File: src/rtl/rowmap_pkg.sv
`timescale 1ns/1ps
package rowmap_pkg;
  localparam int FINE_SHIFT = 13;   // 32 MiB in 4 KiB pages
  localparam int MODE_DUAL_BIT = 22;
  localparam int MODE_ECC_LO = 20;
  localparam int MODE_GRAN_LO = 18;

  typedef enum logic [1:0] {
    ECC_OFF    = 2'd0,
    ECC_SECDED = 2'd1,
    ECC_X4SYM  = 2'd2
  } ecc_e;

  // Scale a cumulative boundary byte into a page count.
  function automatic logic [31:0] bnd_pages(input logic [7:0] b, input logic coarse);
    logic [31:0] w;
    w = {24'd0, b};
    return coarse ? (w << (FINE_SHIFT + 1)) : (w << FINE_SHIFT);
  endfunction

  function automatic ecc_e ecc_pick(input logic [1:0] ecc_en, input logic dual, input logic x4);
    if (ecc_en == 2'b00) return ECC_OFF;
    if (dual && x4) return ECC_X4SYM;
    return ECC_SECDED;
  endfunction
endpackage

File: src/rtl/rowmap_cfg.sv
`timescale 1ns/1ps
module rowmap_cfg #(
  parameter int ROWS   = 8,
  parameter int BND_W  = 8,
  parameter int WORD_W = 32,
  localparam int ROW_W = $clog2(ROWS)
) (
  input  logic                        clk,
  input  logic                        rst_n,
  input  logic                        bnd_we,
  input  logic [ROW_W-1:0]            bnd_sel,
  input  logic [BND_W-1:0]            bnd_data,
  input  logic                        attr_we,
  input  logic [WORD_W-1:0]           attr_data,
  input  logic                        mode_we,
  input  logic [WORD_W-1:0]           mode_data,
  output logic [ROWS-1:0][BND_W-1:0]  bnd_q,
  output logic [WORD_W-1:0]           attr_q,
  output logic [WORD_W-1:0]           mode_q
);
  always_ff @(posedge clk) begin
    if (!rst_n) begin
      bnd_q  <= '0;
      attr_q <= '0;
      mode_q <= '0;
    end else begin
      if (bnd_we)  bnd_q[bnd_sel] <= bnd_data;
      if (attr_we) attr_q <= attr_data;
      if (mode_we) mode_q <= mode_data;
    end
  end

  a_r2_bnd_write: assert property (@(posedge clk) disable iff (!rst_n)
    bnd_we |=> bnd_q[$past(bnd_sel)] == $past(bnd_data));
  a_r2_mode_write: assert property (@(posedge clk) disable iff (!rst_n)
    mode_we |=> mode_q == $past(mode_data));
endmodule

File: src/rtl/rowmap_row.sv
`timescale 1ns/1ps
module rowmap_row #(
  parameter int BND_W  = 8,
  parameter int PAGE_W = 22
) (
  input  logic [BND_W-1:0]  cur_b,
  input  logic [BND_W-1:0]  prev_b,
  input  logic              coarse,
  input  logic [PAGE_W-1:0] page,
  output logic              populated,
  output logic              match,
  output logic [PAGE_W-1:0] lo_pg,
  output logic [PAGE_W-1:0] hi_pg
);
  import rowmap_pkg::*;
  logic [31:0] lo_w, hi_w;

  always_comb begin
    lo_w = bnd_pages(8'(prev_b), coarse);
    hi_w = bnd_pages(8'(cur_b), coarse);
    populated = (cur_b != prev_b);
    match = populated && ({10'd0, page} >= lo_w) && ({10'd0, page} < hi_w);
    lo_pg = PAGE_W'(lo_w);
    hi_pg = PAGE_W'(hi_w - 32'd1);
  end
endmodule

File: src/rtl/rowmap_select.sv
`timescale 1ns/1ps
module rowmap_select #(
  parameter int ROWS   = 8,
  parameter int PAGE_W = 22,
  localparam int ROW_W = $clog2(ROWS)
) (
  input  logic [ROWS-1:0]              match,
  input  logic [ROWS-1:0][PAGE_W-1:0]  lo_v,
  input  logic [ROWS-1:0][PAGE_W-1:0]  hi_v,
  output logic                         hit,
  output logic [ROW_W-1:0]             idx,
  output logic [PAGE_W-1:0]            first_pg,
  output logic [PAGE_W-1:0]            last_pg
);
  // Scan from the top so the lowest matching row overwrites last.
  always_comb begin
    hit = 1'b0;
    idx = '0;
    first_pg = '0;
    last_pg = '0;
    for (int n = ROWS - 1; n >= 0; n--) begin
      if (match[n]) begin
        hit = 1'b1;
        idx = ROW_W'(n);
        first_pg = lo_v[n];
        last_pg = hi_v[n];
      end
    end
  end
endmodule

File: src/rtl/rowmap_decode.sv
`timescale 1ns/1ps
module rowmap_decode #(
  parameter int ROWS        = 8,
  parameter int BND_W       = 8,
  parameter int PAGE_W      = 22,
  parameter int WORD_W      = 32,
  parameter logic [1:0] SC_VARIANT = 2'd1,
  localparam int ROW_W = $clog2(ROWS)
) (
  input  logic              clk,
  input  logic              rst_n,
  input  logic              bnd_we,
  input  logic [ROW_W-1:0]  bnd_sel,
  input  logic [BND_W-1:0]  bnd_data,
  input  logic              attr_we,
  input  logic [WORD_W-1:0] attr_data,
  input  logic              mode_we,
  input  logic [WORD_W-1:0] mode_data,
  input  logic [1:0]        variant,
  input  logic [PAGE_W-1:0] query_page,
  output logic              hit,
  output logic [ROW_W-1:0]  row_idx,
  output logic              row_x4,
  output logic [1:0]        ecc_mode,
  output logic [PAGE_W-1:0] first_page,
  output logic [PAGE_W-1:0] last_page
);
  import rowmap_pkg::*;

  logic [ROWS-1:0][BND_W-1:0]  bnd_q;
  logic [WORD_W-1:0]           attr_q, mode_q;
  logic [ROWS-1:0]             row_pop, row_match, x4_vec;
  logic [ROWS-1:0][PAGE_W-1:0] lo_v, hi_v;
  logic                        sc_part, dual_on, coarse;
  logic                        sel_hit;
  logic [ROW_W-1:0]            sel_idx;
  logic [PAGE_W-1:0]           sel_first, sel_last;

  rowmap_cfg #(.ROWS(ROWS), .BND_W(BND_W), .WORD_W(WORD_W)) u_cfg (
    .clk(clk), .rst_n(rst_n),
    .bnd_we(bnd_we), .bnd_sel(bnd_sel), .bnd_data(bnd_data),
    .attr_we(attr_we), .attr_data(attr_data),
    .mode_we(mode_we), .mode_data(mode_data),
    .bnd_q(bnd_q), .attr_q(attr_q), .mode_q(mode_q)
  );

  assign sc_part = (variant == SC_VARIANT);
  assign dual_on = sc_part ? mode_q[MODE_DUAL_BIT] : 1'b1;
  assign coarse  = sc_part ? (mode_q[MODE_GRAN_LO+1:MODE_GRAN_LO] != 2'b00) : 1'b1;

  for (genvar n = 0; n < ROWS; n++) begin : g_row
    logic [BND_W-1:0] prev_b;
    if (n == 0) begin : g_first
      assign prev_b = '0;
    end else begin : g_next
      assign prev_b = bnd_q[n-1];
    end
    assign x4_vec[n] = attr_q[4*n+3];
    rowmap_row #(.BND_W(BND_W), .PAGE_W(PAGE_W)) u_row (
      .cur_b(bnd_q[n]), .prev_b(prev_b), .coarse(coarse), .page(query_page),
      .populated(row_pop[n]), .match(row_match[n]),
      .lo_pg(lo_v[n]), .hi_pg(hi_v[n])
    );
  end

  rowmap_select #(.ROWS(ROWS), .PAGE_W(PAGE_W)) u_sel (
    .match(row_match), .lo_v(lo_v), .hi_v(hi_v),
    .hit(sel_hit), .idx(sel_idx), .first_pg(sel_first), .last_pg(sel_last)
  );

  assign hit        = sel_hit;
  assign row_idx    = sel_idx;
  assign first_page = sel_first;
  assign last_page  = sel_last;
  assign row_x4     = sel_hit & x4_vec[sel_idx];
  assign ecc_mode   = sel_hit ? ecc_pick(mode_q[MODE_ECC_LO+1:MODE_ECC_LO], dual_on, x4_vec[sel_idx])
                              : ECC_OFF;

  a_r4_page_inside: assert property (@(posedge clk) disable iff (!rst_n)
    hit |-> (query_page >= first_page) && (query_page <= last_page));
  a_r5_populated_only: assert property (@(posedge clk) disable iff (!rst_n)
    hit |-> row_pop[row_idx]);
  a_r6_miss_quiet: assert property (@(posedge clk) disable iff (!rst_n)
    !hit |-> (row_idx == '0) && !row_x4 && (ecc_mode == ECC_OFF)
             && (first_page == '0) && (last_page == '0));
  a_r9_ecc_off: assert property (@(posedge clk) disable iff (!rst_n)
    (mode_q[MODE_ECC_LO+1:MODE_ECC_LO] == 2'b00) |-> ecc_mode == ECC_OFF);
  a_r9_x8_no_symbol: assert property (@(posedge clk) disable iff (!rst_n)
    (hit && !row_x4) |-> ecc_mode != ECC_X4SYM);
endmodule

File: config.mk
export PLATFORM = sky130hd
export DESIGN_NAME = rowmap_decode
export DESIGN_NICKNAME = d
export VERILOG_FILES = /design/src/rtl/rowmap_pkg.sv /design/src/rtl/rowmap_cfg.sv /design/src/rtl/rowmap_row.sv /design/src/rtl/rowmap_select.sv /design/src/rtl/rowmap_decode.sv
export SDC_FILE = /design/constraint.sdc
export NUM_CORES = 1
export LEC_CHECK = 0
export ABC_AREA = 1
export BUFFER_PORTS_ARGS = -buffer_cell sky130_fd_sc_hd__buf_2
export CORE_UTILIZATION = 50
export CTS_BUF_LIST = sky130_fd_sc_hd__clkbuf_4 sky130_fd_sc_hd__clkbuf_8 sky130_fd_sc_hd__clkbuf_16
export DETAILED_ROUTE_END_ITERATION = 8
export GPL_ROUTABILITY_DRIVEN = 1
export PLACE_DENSITY_LB_ADDON = 0.3
export SLEW_MARGIN = 20
export SYNTH_ARGS = -nofsm -noshare
export SYNTH_HDL_FRONTEND = slang
export SYNTH_SLANG_ARGS = --single-unit
export TNS_END_PERCENT = 10
File: constraint.sdc
create_clock -name clk -period 4.5 [get_ports clk]
set_input_delay 0.225 -clock clk [delete_from_list [all_inputs] [get_ports clk]]
set_output_delay 0.225 -clock clk [all_outputs]
set_load 0.02 [all_outputs]
==> results of run 1 <==
[worst paths after layout]
path / endpoint / slack (ns)
min reg2reg: u_cfg.mode_q[22] / 0.47
max reg2reg: u_cfg.bnd_q[46] / 3.64
min: u_cfg.attr_q[19] / 0.11
max: ecc_mode[0] / 0.17
[critical path: cells and delay by family (launching register included)]
family          cells  cell delay [ns]
simple gates       11             1.44
fa+ha+maj           1             0.34
buf+inv             7             0.87
compound gates      4             0.76
flops               1             0.33
[logic make-up (layout without fill, tap and decap cells)]
kind of cell               Yosys count  in the layout  share of synthesized area, %
muxes                                6              6                         0.874
and+or+nand+nor                    495            496                          25.9
adders and majority gates           76             76                          11.1
DFF                                 77             77                          17.9
buffers and inverters              226            283                          11.6
xor gates and xnor gates            93             93                          9.48
other                                1             13                        0.0437
AOI/OAI and AO/OA                  347            347                          23.1
[routing by layer]
| layer | part of all wire, % | track usage, % | vias up |
|---|---|---|---|
| met5 | 0 | 0 | - |
| met3 | 8.4 | 4.29 | 42 |
| li1 | - | - | 4531 |
| met2 | 44 | 45.9 | 399 |
| met4 | 1.8 | 7.60 | 0 |
| met1 | 46 | 42.5 | 4080 |
[synthesized netlist by cell type, drive strengths merged (6+ instances only)]
library cell / count
a31oi: 8
o221ai: 11
xor2: 42
clkbuf: 32
inv: 148
nand3: 60
ha: 76
mux2i: 6
a21oi: 115
o211ai: 25
dfxtp: 77
buf: 43
xnor2: 51
nand2: 232
nand4: 25
o21ai: 172
nor3: 15
nor2: 144
nor4: 7
[state kept, by name, summed over array words and instances (netlist names)]
signal	flops
u_cfg.mode_q	5
u_cfg.attr_q	8
u_cfg.bnd_q	64
[metrics by stage]
stage / cells / setup slack, ns
final: 1611 / 0.170
after global routing: 1611 / -0.0264
after floorplan: 1333 / 0.411
after global placement: 1583 / 0.191
after CTS: 1599 / 0.00681
after detailed placement: 1583 / 0.0842
[power by group through the flow]
stage | Sequential, mW | Clock [mW] | Combinational [mW]
floorplan | 0.749 | 0 | 1.04
global placement | 0.759 | 0 | 1.36
detailed placement | 0.760 | 0 | 1.38
CTS | 0.745 | 0.701 | 1.39
global route | 0.750 | 0.734 | 1.58
finish | 0.747 | 0.693 | 1.45
[what timing repair did]
| action | in CTS | in global routing |
|---|---|---|
| setup endpoints to repair | 33 | 34 |
| setup buffers | 0 | 9 |
| pin swaps | 1 | 4 |
| gates resized for setup | 11 | 26 |
| cloned | 0 | 2 |
[cell type report]
class                   count  area [um^2]
clock buffers              13          274
clock inverters             3         18.8
fillers                  1633         7100
inverters                 151          578
multi-input cells        1031         6200
flip-flops and latches     77         1540
well taps                 220          275
repair buffers            116          712
==> results.txt, run 1 <==
status = finished clean
most common cell after layout, fill and taps aside = nand2_1
Post-Route WL = 26800 um
PD cells = 301 mW/mm^2
Final Cycle Share = 96.2%
Sequential Power Share = 25.8%
final hold violation count = 0
switching fraction of total power = 43.4%
# IOs = 155
Placed Instance Area = 0.00907 mm^2
Hold Worst Slack = 0.114 ns
setup TNS = 0 ns
initial antenna violation count = 0
HP Class = input port to register
Core Box Area = 0.0167 mm^2
FMAX = 231 MHz
Syn Std Cell Area = 0.00859 mm^2
ant diodes = 0
Rel. slew slack = 57.1%
1st-pass router iterations = 6
cells on worst reg2reg path = 2
RR Startpoint = u_cfg.bnd_q[46]
Final #Nets = 1566
Final Critical Period = 4.33 ns
share of layout cells above drive strength 1 = 15.5%
cell breakdown of the critical path = nor2_4, nand2_8, buf_12, o21ai_1, inv_1, ha_1, nand2_1, nor3_1, nand2_1, and3_1, o21a_1, o21ai_4, inv_2, nor2_1, inv_1, nor2_2, inv_1, nor2_2, inv_1, nand3_2, nand2_1, a21oi_1, buf_4
Hold-fix buffers, CTS = 0
Final setup viols = 0
clock buffer count from CTS = 9
Int Pwr = 1.64 mW
Synth warnings = 0
largest net degree at the start of global routing = 78
wire per inst = 16.6 um
H-tree depth = 3
max cap viols = 0
dpl hpwl = 20900 um
CP Capture Type = output port
Finished Cell Area = 0.00960 mm^2
GRT overflow = 0
crit path max fanout = 51
Clk network pwr share = 24.0%
Post-synth EDFFs = 0
Starting Density = 51.4%
Starting DRT DRC Count = 946
Die Wd = 133 um
Setup crit start kind = register
row count = 47
number of global-route vias before repair = 7777
first-pass GRT wire length = 40800 um
Worst Path Arrival = 4.11 ns
Worst Skew = 0 ns
Slew Viols, Final = 0
worst-skew pair later-pin latency = 0.33 ns
most numerous cell on the critical path = inv_1
final core utilization = 57.5%
CTS Root Cell = clkbuf_16
Die Height = 133 um
min-delay src = attr_data[19]
hold depth = 3
Seq/Total Area, Yosys = 17.9%
Yosys reg bits = 77
crit path max-delay cell type = o21ai_1
Crit path required time = 4.28 ns
leakage = 4.37 nW
CP startpoint = u_cfg.mode_q[19]
Post-Synthesis Cells = 1321
routability cong. = 0.992
total power = 2.89 mW
die outline area = 0.0177 mm^2
Area Overhead vs Synth = 11.7%
top-area cell type share of the netlist area = 17.9%
Vias/cell = 5.62
most frequent cells in the layout = nand2_1 (217), inv_1 (140), nor2_1 (132)
top post-synthesis cells by area = dfxtp_1 (18%), ha_1 (11%), nand2_1 (9.5%), o21ai_0 (7.9%), a21oi_1 (6.5%)
clock-pin slew on the worst setup and hold paths = 0.06 ns
combinational power share = 50.2%
DRC = 0
post-synthesis average cell area = 6.50 um^2
GRT Overall Usage = 29.6%
Antenna Nets Post-Route = 0
TritonCTS clock tree = done
clk sinks = 77
Post-synth ARST share = 0%
Worst Tran Pin Value = 0.639 ns
CTS Buffer Depth = 2
VDD IR max = 317 uV
count of cell types in the netlist = 53
Synth Flop Type = dfxtp_1
Yosys top cell by area = dfxtp_1
CP max stage delay = 0.40 ns
port bufs = 90
Worst Path Class, Setup = register to output port
Vias = 9052
switching pwr = 1.25 mW
No activity file was read; power rests on OpenSTA's default activity.
==> inputs of run 2 (changes only) <==
CAP_MARGIN = 25   (was unset)
clock period = 5.3 ns   (was 4.5 ns; I/O delays follow)
==> run 2 against run 1 <==
Critical endpoint is now ecc_mode[1]. Non-clock buffer count is 14 lower. Global-route usage is 0.39 points higher. Clock power is 4.0% lower. Combinational power is 18% lower. Critical path depth stayed put. Largest power group unchanged.
==> results.txt, run 2 (synthesized netlist as in run 1, its figures left out) <==
status = finished clean (unchanged)
most numerous cell on the critical path = inv_1 (unchanged)
worst-skew pair later-pin latency = 0.34 ns (was 0.33 ns)
RSZ-0062 raised after global routing = false
Setup crit start kind = register (unchanged)
row count = 47 (unchanged)
Die Height = 133 um (unchanged)
cells on worst reg2reg path = 2 (unchanged)
H-tree depth = 3 (unchanged)
FMAX = 203 MHz
first-pass GRT wire length = 41400 um (was 40800 um)
Post-Route WL = 26700 um (was 26800 um)
Final Critical Period = 4.93 ns
Core Box Area = 0.0167 mm^2 (unchanged)
number of global-route vias before repair = 7782 (was 7777)
clock-pin slew on the worst setup and hold paths = 0.06 ns (about the same)
crit path max fanout = 50 (was 51)
R2R Setup Slk = 4.49 ns (was 3.64 ns)
Starting Density = 51.4% (unchanged)
final hold violation count = 0 (unchanged)
hold depth = 3 (unchanged)
DRC = 0 (unchanged)
wire per inst = 16.8 um (was 16.6 um)
max cap viols = 0 (unchanged)
met3 wire len = 2330 um (was 2250 um)
Top Family by Delay on Critical Path = buffers and inverters (was simple AND/OR/NAND/NOR gates)
share of layout cells above drive strength 1 = 13.0% (was 15.5%)
Area Overhead vs Synth = 9.26% (was 11.7%)
Worst Tran Pin Value = 0.697 ns (was 0.639 ns)
min-delay src = attr_data[31] (was attr_data[19])
Die Wd = 133 um (unchanged)
PD cells = 265 mW/mm^2 (was 301 mW/mm^2)
routed wl met2 = 11400 um (was 11700 um)
Vias = 8934 (was 9052)
setup TNS = 0 ns (unchanged)
Sequential Power Share = 25.5% (was 25.8%)
port bufs = 90 (unchanged)
GRT overflow = 0 (unchanged)
cell breakdown of the critical path = nor2_4, nand2_8, buf_4, o21ai_0, inv_1, ha_1, a21oi_1, nand2_1, nand2_1, a21oi_1, a211oi_2, inv_2, o21ai_4, inv_2, nor2_1, inv_1, nor2_1, inv_1, nor2_1, inv_1, o21ai_0, nor2_2, buf_2 (was nor2_4, nand2_8, buf_12, o21ai_1, inv_1, ha_1, nand2_1, nor3_1, nand2_1, and3_1, o21a_1, o21ai_4, inv_2, nor2_1, inv_1, nor2_2, inv_1, nor2_2, inv_1, nand3_2, nand2_1, a21oi_1, buf_4)
largest net degree at the start of global routing = 78 (unchanged)
Clk network pwr share = 26.7% (was 24.0%)
Starting DRT DRC Count = 913 (was 946)
Post-CTS Setup Bufs = 0 (unchanged)
CP startpoint = u_cfg.mode_q[18] (was u_cfg.mode_q[19])
GRT Overall Usage = 30.0% (was 29.6%)
Final setup viols = 0 (unchanged)
clock buffer count from CTS = 9 (unchanged)
switching pwr = 1.07 mW (was 1.25 mW)
Worst Path Class, Setup = register to output port (unchanged)
Final Cycle Share = 93.1%
final core utilization = 56.2% (was 57.5%)
Hold-fix buffers, CTS = 0 (unchanged)
1st-pass router iterations = 6 (unchanged)
routability cong. = 0.983 (was 0.992)
WHS Endpoint = u_cfg.attr_q[31] (was u_cfg.attr_q[19])
clk sinks = 77 (unchanged)
Antenna Nets Post-Route = 0 (unchanged)
Metal-1 WL = 12500 um (was 12400 um)
combinational power share = 47.8% (was 50.2%)
VDD IR max = 301 uV (was 317 uV)
DR top layer = met4 (unchanged)
RR Endpoint = u_cfg.bnd_q[15] (was u_cfg.bnd_q[46])
Worst Skew = 0 ns (unchanged)
CTS Root Cell = clkbuf_16 (unchanged)
Crit path required time = 5.04 ns (was 4.28 ns)
crit path max-delay cell type = o21ai_0 (was o21ai_1)
CP max stage delay = 0.47 ns (was 0.40 ns)
Worst Path Arrival = 4.67 ns (was 4.11 ns)
die outline area = 0.0177 mm^2 (unchanged)
Final #Nets = 1551 (was 1566)
leakage = 4.28 nW (was 4.37 nW)
CP Capture Type = output port (unchanged)
Vias/cell = 5.60 (was 5.62)
CTS Buffer Depth = 2 (unchanged)
switching fraction of total power = 43.0% (was 43.4%)
register bank with the most flops = u_cfg.bnd_q (unchanged)
ant diodes = 0 (unchanged)
initial antenna violation count = 0 (unchanged)
dpl hpwl = 21000 um (was 20900 um)
Slew Viols, Final = 0 (unchanged)
most common cell after layout, fill and taps aside = nand2_1 (unchanged)
Buf/Inv on CP = 8 (was 7)
Resize count post-CTS = 0 (was 11)
HP Class = input port to register (unchanged)
Rel. slew slack = 52.9% (was 57.1%)
# IOs = 155 (unchanged)
TritonCTS clock tree = done (unchanged)
cell count along the critical path = 23 (unchanged)
Int Pwr = 1.42 mW (was 1.64 mW)
Largest register FFs = 64 (unchanged)
total power = 2.49 mW (was 2.89 mW)
RR Startpoint = u_cfg.bnd_q[15] (was u_cfg.bnd_q[46])
Largest regs = u_cfg.bnd_q (64), u_cfg.attr_q (8), u_cfg.mode_q (5) (unchanged)
most frequent cells in the layout = nand2_1 (217), inv_1 (145), nor2_1 (137) (was nand2_1 (217), inv_1 (140), nor2_1 (132))
[run 2: changes by cell type in the layout (fill, tap and decap cells not counted), moves of 2 or more]
| cell | before | now |
|---|---|---|
| o21ai_0 | 130 | 133 |
| inv_1 | 140 | 145 |
| bufinv_16 | 0 | 2 |
| nor2_2 | 10 | 5 |
| nor2_1 | 132 | 137 |
| dfxtp_2 | 2 | 0 |
| clkbuf_8 | 3 | 0 |
| buf_4 | 21 | 9 |
| o21ai_1 | 24 | 27 |
| o21ai_2 | 15 | 11 |
| nand2_4 | 9 | 7 |
| inv_2 | 6 | 3 |
| o21ai_4 | 3 | 1 |
| dfxtp_1 | 75 | 77 |
[run 2: worst max-delay path by stage]
stage,endpoint,slack [ns]
finish,ecc_mode[1],0.37
detailed placement,first_page[14],0.52
floorplan,ecc_mode[0],1.17
global route,ecc_mode[0],0.06
CTS,first_page[14],0.27
global placement,last_page[16],0.58
[run 2: cell type report]
type	instances	area (um^2)
clock buffers	9	225
fillers	1678	7310
inverters	151	567
flip-flops and latches	77	1540
multi-input cells	1030	6110
repair buffers	102	571
clock inverters	7	97.6
well taps	220	275
[run 2: power by group through the flow]
stage               combinational [mW]  sequential [mW]  clock (mW)
floorplan                        0.885            0.636           0
global placement                  1.15            0.645           0
detailed placement                1.16            0.646           0
CTS                               1.16            0.633       0.664
global route                      1.30            0.637       0.691
finish                            1.19            0.634       0.665
[run 2: per-layer routing]
metal | vias to the layer above | track usage, %
li1 | 4502 | -
met1 | 4031 | 43.4
met2 | 367 | 45.3
met3 | 34 | 5.29
met4 | 0 | 7.92
met5 | - | 0
[run 2: through the flow]
stage,hold WS (ns),worst slack (ns),cell area [um^2],instances
2_1_floorplan,0.400,1.17,8640,1333
3_3_place_gp,0.444,0.580,9020,1578
3_5_place_dp,0.478,0.522,9020,1578
4_1_cts,0.146,0.269,9340,1594
5_1_grt,0.161,0.0610,9390,1596
6_report,0.145,0.368,9390,1596
[run 2: tightest hold or removal path, cell delays in order]
cell,delay (ns)
buf_2,0.07
nor2_1,0.03
nor2_1,0.08
==> inputs of run 3 (changes only) <==
PLACE_DENSITY = 0.8   (was unset)
PLACE_DENSITY_LB_ADDON = unset   (was 0.3)
==> run 3 against run 2 <==
Combinational power hardly changed. Power is 0.91% lower. Critical path depth is 3 lower. Register-to-register slack worse by 0.16 ns. Fmax is 2.9% lower. Global-route usage is 0.81 points lower. Flip-flop and latch count stayed put. Routed wire length is 2.7% lower. Worst setup slack worse by 0.15 ns. Die area stayed put. Critical path type unchanged. Highest routed layer unchanged.
==> results.txt, run 3 (synthesized netlist as in run 1, its figures left out) <==
met1 usage = 42.9% (was 43.4%)
CTS Buffer Depth = 2 (unchanged)
GRT Overall Usage = 29.2% (was 30.0%)
Worst Path Arrival = 4.82 ns (was 4.67 ns)
Rel. slew slack = 29.1% (was 52.9%)
most common cell after layout, fill and taps aside = nand2_1 (unchanged)
TritonCTS clock tree = done (unchanged)
clock buffer count from CTS = 9 (unchanged)
routability cong. = 0.951 (was 0.983)
WHS Endpoint = u_cfg.attr_q[7] (was u_cfg.attr_q[31])
busiest grt layer = met2 (unchanged)
register bank with the most flops = u_cfg.bnd_q (unchanged)
R2R Setup Slk = 4.33 ns (was 4.49 ns)
met3 usage = 3.87% (was 5.29%)
Hold Worst Slack = 0.153 ns (was 0.145 ns)
cells on worst reg2reg path = 2 (unchanged)
Setup crit start kind = register (unchanged)
Final Critical Period = 5.08 ns (was 4.93 ns)
Slew Viols, Final = 0 (unchanged)
DRC = 0 (unchanged)
wire per inst = 16.3 um (was 16.8 um)
Worst Skew = 0 ns (unchanged)
Post-Route WL = 26000 um (was 26700 um)
clock-pin slew on the worst setup and hold paths = 0.06 ns (about the same)
min-delay src = attr_data[7] (was attr_data[31])
GRT overflow = 0 (unchanged)
Area Overhead vs Synth = 8.78% (was 9.26%)
Starting DRT DRC Count = 885 (was 913)
initial antenna violation count = 0 (unchanged)
FMAX = 197 MHz (was 203 MHz)
row count = 47 (unchanged)
# IOs = 155 (unchanged)
VDD IR max = 359 uV (was 301 uV)
1st-pass router iterations = 6 (unchanged)
Buf/Inv on CP = 4 (was 8)
Final setup viols = 0 (unchanged)
Vias/cell = 5.69 (was 5.60)
first-pass GRT wire length = 40800 um (was 41400 um)
CP Capture Type = output port (unchanged)
Die Height = 133 um (unchanged)
leakage = 4.27 nW (was 4.28 nW)
die outline area = 0.0177 mm^2 (unchanged)
CTS Root Cell = clkbuf_16 (unchanged)
most frequent cells in the layout = nand2_1 (218), inv_1 (145), nor2_1 (137) (was nand2_1 (217), inv_1 (145), nor2_1 (137))
setup TNS = 0 ns (unchanged)
crit path max-delay cell type = nand2_1 (was o21ai_0)
Post-CTS Setup Bufs = 0 (unchanged)
Largest register FFs = 64 (unchanged)
Vias = 9071 (was 8934)
max cap viols = 0 (unchanged)
CP max stage delay = 0.41 ns (was 0.47 ns)
RR Endpoint = u_cfg.bnd_q[35] (was u_cfg.bnd_q[15])
H-tree depth = 3 (unchanged)
Final #Nets = 1549 (was 1551)
Worst Path Class, Setup = register to output port (unchanged)
GR Util met2 = 44.3% (was 45.3%)
final hold violation count = 0 (unchanged)
RSZ-0062 raised after global routing = false (unchanged)
Hold-fix buffers, CTS = 0 (unchanged)
RR Startpoint = u_cfg.bnd_q[35] (was u_cfg.bnd_q[15])
cell breakdown of the critical path = nor2_4, nand2_4, buf_4, o21ai_1, inv_1, ha_1, a21oi_1, o21ai_0, nand2_1, nand2_1, a21oi_1, o41ai_1, nand2_1, inv_1, a21oi_1, nand2_1, o211ai_1, o211ai_1, a21oi_1, buf_2 (was nor2_4, nand2_8, buf_4, o21ai_0, inv_1, ha_1, a21oi_1, nand2_1, nand2_1, a21oi_1, a211oi_2, inv_2, o21ai_4, inv_2, nor2_1, inv_1, nor2_1, inv_1, nor2_1, inv_1, o21ai_0, nor2_2, buf_2)
hold depth = 3 (unchanged)
worst-skew pair later-pin latency = 0.33 ns (was 0.34 ns)
HP Class = input port to register (unchanged)
Core Box Area = 0.0167 mm^2 (unchanged)
crit path max fanout = 39 (was 50)
clk sinks = 77 (unchanged)
Final Cycle Share = 95.9% (was 93.1%)
ant diodes = 0 (unchanged)
largest net degree at the start of global routing = 78 (unchanged)
number of global-route vias before repair = 7830 (was 7782)
share of layout cells above drive strength 1 = 13.0% (about the same)
Largest regs = u_cfg.bnd_q (64), u_cfg.attr_q (8), u_cfg.mode_q (5) (unchanged)
Crit path required time = 5.04 ns (about the same)
Starting Density = 51.4% (unchanged)
Die Wd = 133 um (unchanged)
dpl hpwl = 20600 um (was 21000 um)
Top Family by Delay on Critical Path = compound AO/OA/AOI/OAI gates (was buffers and inverters)
Worst Tran Pin Value = 1.04 ns (was 0.697 ns)
port bufs = 90 (unchanged)
PD cells = 264 mW/mm^2 (was 265 mW/mm^2)
CP startpoint = u_cfg.mode_q[18] (unchanged)
status = finished clean (unchanged)
Antenna Nets Post-Route = 0 (unchanged)
==> run 3: layout make-up <==
type | instances | area [um^2]
clock buffers | 11 | 246
clock inverters | 4 | 72.6
fillers | 1610 | 7360
inverters | 151 | 573
multi-input cells | 1030 | 6100
flip-flops and latches | 77 | 1540
well taps | 220 | 275
repair buffers | 100 | 538
==> run 3: power by group <==
group | switching, mW | internal [mW]
logic | 0.779 | 0.398
clock network | 0.225 | 0.426
registers | 0.0310 | 0.603
==> run 3: how the worst max path moves through the flow <==
stage                     cells after the start        endpoint  slack [ns]
after global placement                       22     ecc_mode[1]        0.42
after global routing                         20  first_page[14]        0.03
final                                        20  first_page[14]        0.22
after CTS                                    20     ecc_mode[1]        0.25
after detailed placement                     22     ecc_mode[1]        0.21
after floorplan                              27     ecc_mode[0]        1.17
==> run 3: metal layers <==
metal	up-vias	wire [um]	part of all wire [%]
met1	4120	12100	46
li1	4495	-	-
met5	-	0	0
met2	425	11200	43
met4	0	420	1.6
met3	31	2290	8.8
==> run 3: stage by stage <==
| step | total power [mW] | instance area [um^2] | util [%] | setup slack (ns) | std cells |
|---|---|---|---|---|---|
| 6_report | 2.46 | 9350 | 56.0 | 0.220 | 1593 |
| 5_1_grt | 2.61 | 9350 | 56.0 | 0.0269 | 1593 |
| 4_1_cts | 2.45 | 9340 | 55.9 | 0.249 | 1593 |
| 3_5_place_dp | 1.80 | 9020 | 54.0 | 0.207 | 1578 |
| 3_3_place_gp | 1.78 | 9020 | 54.0 | 0.416 | 1578 |
| 2_1_floorplan | 1.52 | 8640 | - | 1.17 | 1333 |
==> run 3: worst min-delay path, stage by stage <==
cell and delay, ns:
buf_2 0.07, nor2_1 0.03, nor2_1 0.08
==> run 3: repair_timing <==
action | in CTS | in global routing
pin swaps | 0 | 0
gates resized for setup | 1 | 5
setup endpoints to repair | 2 | 5
cloned | 0 | 0
endpoints found under the hold margin | 0 | 0
